[config.mk]
export PLATFORM = sky130hd
export DESIGN_NAME = fpx_flag_accum
export DESIGN_NICKNAME = d
export VERILOG_FILES = /design/src/rtl/fpx_pkg.sv /design/src/rtl/fpx_exc_order.sv /design/src/rtl/fpx_status_reg.sv /design/src/rtl/fpx_trap_gen.sv /design/src/rtl/fpx_flag_accum.sv
export SDC_FILE = /design/constraint.sdc
export NUM_CORES = 1
export LEC_CHECK = 0
export ABC_AREA = 0
export BUFFER_PORTS_ARGS = -buffer_cell sky130_fd_sc_hd__buf_2
export CAP_MARGIN = 20
export CORE_MARGIN = 2
export CORE_UTILIZATION = 45
export CTS_CLUSTER_SIZE = 25
export DETAILED_ROUTE_END_ITERATION = 7
export PLACE_DENSITY = 0.83
export SYNTH_ARGS = -nofsm -noshare
export SYNTH_HDL_FRONTEND = slang
export SYNTH_SLANG_ARGS = --single-unit
export TNS_END_PERCENT = 10
[constraint.sdc]
create_clock -name clk -period 1.7 [get_ports clk]
set_input_delay 0.17 -clock clk [delete_from_list [all_inputs] [get_ports clk]]
set_output_delay 0.17 -clock clk [all_outputs]
set_load 0.03 [all_outputs]
[src/rtl/fpx_pkg.sv]
package fpx_pkg;

    // Number of exception classes recorded by the status word.
    localparam int NUM_EXC = 5;

    // Default layout of the status word.
    localparam int DEF_STAT_W  = 32;
    localparam int DEF_ENA_LSB = 0;
    localparam int DEF_FLG_LSB = 27;

    // Position of each class inside the enable field (and flag field).
    typedef enum logic [2:0] {
        CLS_INEXACT   = 3'd0,
        CLS_UNDERFLOW = 3'd1,
        CLS_OVERFLOW  = 3'd2,
        CLS_DIVZERO   = 3'd3,
        CLS_INVALID   = 3'd4
    } exc_cls_e;

    // Raw indications as presented by the arithmetic pipeline.
    typedef struct packed {
        logic inexact;
        logic underflow;
        logic overflow;
        logic divzero;
        logic invalid;
    } raw_exc_t;

    // Field-ordered exception vector (bit index = exc_cls_e value).
    typedef logic [NUM_EXC-1:0] exc_vec_t;

    // For a field position, the bit of the raw vector that feeds it.
    function automatic int raw_src_bit(input int field_pos);
        case (field_pos)
            int'(CLS_INEXACT):   return 4;
            int'(CLS_UNDERFLOW): return 3;
            int'(CLS_OVERFLOW):  return 2;
            int'(CLS_DIVZERO):   return 1;
            default:             return 0;
        endcase
    endfunction

endpackage

[src/rtl/fpx_exc_order.sv]
module fpx_exc_order
    import fpx_pkg::*;
(
    input  logic [NUM_EXC-1:0] raw_in,
    output exc_vec_t           ord_out
);

    // Route each raw indication to its enable-field position.
    for (genvar g = 0; g < NUM_EXC; g++) begin : g_route
        localparam int SRC = raw_src_bit(g);
        assign ord_out[g] = raw_in[SRC];
    end

endmodule

[src/rtl/fpx_status_reg.sv]
module fpx_status_reg
    import fpx_pkg::*;
#(
    parameter int STAT_W  = DEF_STAT_W,
    parameter int ENA_LSB = DEF_ENA_LSB,
    parameter int FLG_LSB = DEF_FLG_LSB
) (
    input  logic              clk,
    input  logic              rst,
    input  logic              sw_we,
    input  logic [STAT_W-1:0] sw_wdata,
    input  logic              op_take,
    input  exc_vec_t          raised,
    output logic [STAT_W-1:0] word_q
);

    localparam int FLG_DIST = FLG_LSB - ENA_LSB;
    localparam int PAD_W    = STAT_W - NUM_EXC;

    logic [STAT_W-1:0] ena_aligned;
    logic [STAT_W-1:0] flg_place;
    logic [STAT_W-1:0] word_d;

    // Raised classes aligned to the enable field, then moved up to the flags.
    always_comb begin
        ena_aligned = {{PAD_W{1'b0}}, raised} << ENA_LSB;
        flg_place   = ena_aligned << FLG_DIST;
    end

    always_comb begin
        word_d = word_q;
        if (sw_we) begin
            word_d = sw_wdata;
        end else if (op_take) begin
            word_d = word_q | flg_place;
        end
    end

    always_ff @(posedge clk) begin
        if (rst) begin
            word_q <= '0;
        end else begin
            word_q <= word_d;
        end
    end

endmodule

[src/rtl/fpx_trap_gen.sv]
module fpx_trap_gen
    import fpx_pkg::*;
(
    input  logic     clk,
    input  logic     rst,
    input  logic     op_take,
    input  exc_vec_t raised,
    input  exc_vec_t enables,
    output logic     trap_q
);

    logic hit;

    always_comb begin
        hit = op_take && ((raised & enables) != '0);
    end

    always_ff @(posedge clk) begin
        if (rst) begin
            trap_q <= 1'b0;
        end else begin
            trap_q <= hit;
        end
    end

endmodule

[src/rtl/fpx_flag_accum.sv]
module fpx_flag_accum
    import fpx_pkg::*;
#(
    parameter int STAT_W  = DEF_STAT_W,
    parameter int ENA_LSB = DEF_ENA_LSB,
    parameter int FLG_LSB = DEF_FLG_LSB
) (
    input  logic              clk,
    input  logic              rst,
    input  logic              op_done,
    input  logic [4:0]        op_exc,
    input  logic              sw_we,
    input  logic [STAT_W-1:0] sw_wdata,
    output logic [STAT_W-1:0] status,
    output logic              trap_req
);

    exc_vec_t raised;
    exc_vec_t enables;
    logic     op_take;

    // A software load discards an operation completing in the same cycle.
    assign op_take = op_done && !sw_we;
    assign enables = status[ENA_LSB +: NUM_EXC];

    fpx_exc_order u_order (
        .raw_in  (op_exc),
        .ord_out (raised)
    );

    fpx_status_reg #(
        .STAT_W  (STAT_W),
        .ENA_LSB (ENA_LSB),
        .FLG_LSB (FLG_LSB)
    ) u_word (
        .clk      (clk),
        .rst      (rst),
        .sw_we    (sw_we),
        .sw_wdata (sw_wdata),
        .op_take  (op_take),
        .raised   (raised),
        .word_q   (status)
    );

    fpx_trap_gen u_trap (
        .clk     (clk),
        .rst     (rst),
        .op_take (op_take),
        .raised  (raised),
        .enables (enables),
        .trap_q  (trap_req)
    );

endmodule

; After elaboration in Yosys (flattened, before gate mapping)
; Index checks and enable logic that the tools add are counted.
[word_totals]
ff_bits = 33
in_bits = 41
out_inout_bits = 33
word_cells = 11
[op_classes]
mux = 2
bitwise_logic = 2
n_reduce_logical = 5
[op_table]
columns = operator, count
row1 = $mux 32, 2
row2 = $or 32x32->32, 1
row3 = $and 5x5->5, 1
row4 = $reduce_bool 5->1, 1
row5 = $logic_and 1x1->1, 2
row6 = $reduce_bool 2->1, 1
row7 = $logic_not 1->1, 1

; Longest topological paths before layout
[logic_depth]
ltp_word = 4
ltp_mapped = 4
depth_no_buf = 2

; Hierarchy
; From an unflattened synthesis, not the netlist that was laid out.
[unflattened]
cells_unflattened = 119
area_unflattened_um2 = 1278.7
[modules_own_cells]
columns = mod, instances, cells_per_inst, area_each_um2, seq_area_each_um2
row1 = fpx_status_reg, 1, 108, 1178.6, 640.6
row2 = fpx_trap_gen, 1, 5, 48.8, 20.0
row3 = fpx_exc_order, 1, 5, 37.5, 0.0
row4 = fpx_flag_accum, 1, 1, 13.8, 0.0

; Worst setup path before layout
; OpenSTA, ideal clock, no wires.
[synth_timing]
path_type = reg2reg
from = reg u_word.word_q[2]
to = reg u_trap.trap_q
setup_ps = 130
t_arrival_ps = 810
required_time_ps = 1570
setup_slack_ps = 760
stages_incl_launch_ff = 3
n_path_buf = 0
period_less_slack_ps = 940
path_cell_list = dfxtp_1 a222oi_1 a21oi_1
[synth_via]
elab_chain_cells = 3
[synth_rtl]
columns = element, line
row1 = start: declaration, fpx_status_reg.sv:14  ; output logic [STAT_W-1:0] word_q
row2 = start signal: assignment, fpx_status_reg.sv:43  ; word_q <= word_d;
row3 = $and 5x5->5, fpx_trap_gen.sv:15  ; hit = op_take && ((raised & enables) != '0);
row4 = $reduce_bool 5->1, fpx_trap_gen.sv:15
row5 = $logic_and 1x1->1, fpx_trap_gen.sv:15
row6 = end signal: assignment, fpx_trap_gen.sv:22  ; trap_q <= hit;
row7 = end: declaration, fpx_trap_gen.sv:9  ; output logic trap_q
; Every way passes these cells.
; A chain may end at the register's enable or synchronous reset.

; Worst setup path after layout
[layout_timing]
from = reg u_word.word_q[4]
to = out status[4]
[layout_lines]
columns = element, line
row1 = end: declaration, fpx_flag_accum.sv:14  ; output logic [STAT_W-1:0] status,
; No word-level cell between the ends.

==> out/summary.md <==
- **synthesis-stage register bit count** 33
- **Setup Crit Path Kind** reg -> out
- **post-cts sizing count** 0
- **area of the die** 3110 um2
- **number of max-slew violations in the final report** 0
- **library cell contributing the largest single delay on the critical path** sky130_fd_sc_hd__dfxtp_1
- **DRT antenna net count** 0
- **number of standard cells in the final layout excluding fillers** 218
- **highest attainable clock frequency** 918 MHz
- **fraction of final layout cells with drive strength greater than 1** 43.1%
- **initial antenna violation count** 0
- **area fraction of the dominant cell type after synthesis** 54.8%
- **Critical Path, Cell by Cell** buf_2
- **final hold violation count** 0
- **ratio of routed vias to standard cells** 4.89
- **instance count on the critical path** 1
- **sequential cell area** 661 um2
- **DP HPWL** 2100 um
- **global placer's final weighted congestion** 0.772
- **ranking of synthesized cells by area** sky130_fd_sc_hd__dfxtp_1, sky130_fd_sc_hd__mux2i_1, sky130_fd_sc_hd__nor2_1
- **dpl ws** 0.529 ns
- **number of CTS-inserted buffers** 5
- **DRT Wirelength** 2820 um
- **clk root buf** sky130_fd_sc_hd__clkbuf_4
- **final net count** 229
- **Worst setup EP type** primary output
- **Syn Inst Count** 114
- **I/O pin cnt** 74
- **total power consumption of the routed design** 1.58 mW
- **Most used DFF post-synth** sky130_fd_sc_hd__dfxtp_1
- **Sw Pwr** 448 uW
- **placed insts** 211
- **Max clock buf depth** 2
- **design internal power** 1.13 mW
- **share of power burned in the clock network** 27.4%
- **part of the cycle the worst path needs** 64.0%
- **setup TNS** 0 ns
- **placed inst area** 1580 um2
- **area added between synthesis and finish** 35.3%
- **Fill cells** 230
- **dominant cell type by area after synthesis** sky130_fd_sc_hd__dfxtp_1
- **initial detailed-routing violation count** 32
- **unrepaired setup endpoints after global routing** no
- **H-tree depth** 2
- **switching share of power** 28.4%
- **clock tree from TritonCTS** built
- **first-pass GRT wire length** 4540 um
- **CTS sink count** 33
- **Worst Slack Setup Final** 0.611 ns
- **Non-Filler Cell Area, Final** 1630 um2
- **synthesized net count** 155
- **crit path buf inv count** 1
- **startpoint kind of the worst setup timing path** flip-flop
- **number of cells traversed by the worst register-to-register path** 2
- **Buffers on Ports** 73
- **average routed wire per standard cell** 12.9 um
- **area of combinational cells with multiple inputs** 497 um2
- **Die Ht** 55.7 um
- **Core Region** 2500 um2
- **sequential element share of the synthesized area** 54.8%
- **effective utilization at floorplan** 48.2%
- **data required time of the worst path** 1.53 ns
- **share of power burned in combinational logic** 19.1%
- **transition at the pin with the smallest max-transition slack** 0.560 ns
- **Netlist cell types** 14
- **buffers inserted during post-CTS setup optimization** 0
- **synthesized area per cell** 10.6 um2
- **worst supply voltage drop on vdd** 0.761 mV
- **Static Leakage** 0.875 nW
- **Max stage delay on crit path** 0.38 ns
- **critical-path maximum fanout** 3
- **final setup violation count** 0
- **worst clock skew on the final layout** 0.00280 ns
- **Top delay family on crit path** flip-flops
- **antenna cell count** 0
- **Post-Synthesis Cell Area** 1200 um2
- **PwrDens** 969 nW/um2
- **FFs w/ async S/R, synth** 0%
- **post-CTS clock slew at the launch and capture registers of the worst setup and hold paths** 0.09 ns
- **class of the worst hold path** in -> reg
- **via count of the first global-routing pass** 1,049
- **list of most frequent post-synthesis cells** sky130_fd_sc_hd__dfxtp_1, sky130_fd_sc_hd__mux2i_1, sky130_fd_sc_hd__nor2_1
- **total DRC errors in the routed layout** 0
- **later-pin clock latency in the skew report** 0.32 ns
- **Chip Width** 55.7 um
- **cell with the most instances after synthesis** sky130_fd_sc_hd__dfxtp_1
- **warning count from the yosys run** 0
- **hold depth** 3
- **via count** 1,065
- **number of optimization iterations in the first detailed-route pass** 4
- **number of enable flip-flop cells after synthesis** 0
- **grt total ovfl** 0
- **maxcap violations** 0
- **total of hold buffers inserted after clock tree synthesis** 0
- **run status** finished clean
- **Sequential Power Share** 53.5%
- **# rows** 18
- **Total GRT Usage** 18.9%
- **pin count of the biggest net entering global routing** 34
- **shortest clock period the worst path allows after layout** 1.09 ns
- **relative max-transition margin** 62.7%
- **critical path arrival** 0.92 ns
## worst min-delay path, stage by stage
cell	delay, ns
sky130_fd_sc_hd__buf_2	0.08
sky130_fd_sc_hd__mux2i_1	0.05
sky130_fd_sc_hd__nor2_1	0.07
## cells by family after synthesis
logic type | count (synthesis) | synth area share (%)
and+or+nand+nor | 38 | 13.8
DFF | 33 | 54.8
muxes | 27 | 22.4
AOI/OAI and AO/OA | 8 | 4.98
buffers and inverters | 8 | 3.95
## power groups by stage
stage | Combinational [mW] | Sequential, mW | Clock [mW]
floorplan | 0.101 | 0.956 | 0
global placement | 0.297 | 0.860 | 0
detailed placement | 0.303 | 0.863 | 0
CTS | 0.304 | 0.846 | 0.445
global route | 0.324 | 0.852 | 0.474
finish | 0.301 | 0.846 | 0.432
## metrics by stage
step	hold slack (ns)	utilization [%]
global route	0.0744	65.2
CTS	0.0733	65.2
global placement	0.402	63.0
finish	0.0768	65.2
detailed placement	0.415	63.0
floorplan	0.317	-
## layout by cell type (no fill, tap or decap)
master,count
sky130_fd_sc_hd__buf_2,73
sky130_fd_sc_hd__mux2i_1,27
sky130_fd_sc_hd__clkbuf_4,5
sky130_fd_sc_hd__clkbuf_8,1
sky130_fd_sc_hd__nor3_1,5
sky130_fd_sc_hd__a211oi_1,5
sky130_fd_sc_hd__buf_4,2
sky130_fd_sc_hd__a22oi_1,1
sky130_fd_sc_hd__or3b_1,1
sky130_fd_sc_hd__nor2b_1,5
sky130_fd_sc_hd__a21oi_1,1
sky130_fd_sc_hd__clkbuf_1,1
sky130_fd_sc_hd__dfxtp_1,33
sky130_fd_sc_hd__a222oi_1,1
sky130_fd_sc_hd__nor2_1,27
## layout make-up
class,instances,area share [%]
timing repair buffer,75,23.3
clock buffer,7,3.38
multi-input combinational,73,30.5
tap,30,2.30
sequential,33,40.5
## final timing paths
path | start | slack, ns | endpoint
hold reg to reg | u_word.word_q[24] | 0.49 | u_word.word_q[24]
setup / recovery | u_word.word_q[4] | 0.61 | status[4]
hold / removal | sw_wdata[1] | 0.08 | u_word.word_q[1]
setup reg to reg | u_word.word_q[2] | 0.81 | u_trap.trap_q
## metal layers
layer | part of all wire (%) | global-route usage [%] | routed length, um
met5 | 0 | 0 | 0
met4 | 1.1 | 5.23 | 31
met3 | 9.8 | 9.77 | 276
met2 | 47 | 32.5 | 1340
met1 | 42 | 20.2 | 1170
## flip-flops by register name, indices dropped and copies added (netlist names)
signal and count:
u_trap.trap_q 1, u_word.word_q 32
Note: power is estimated with default switching activity, not from simulation.
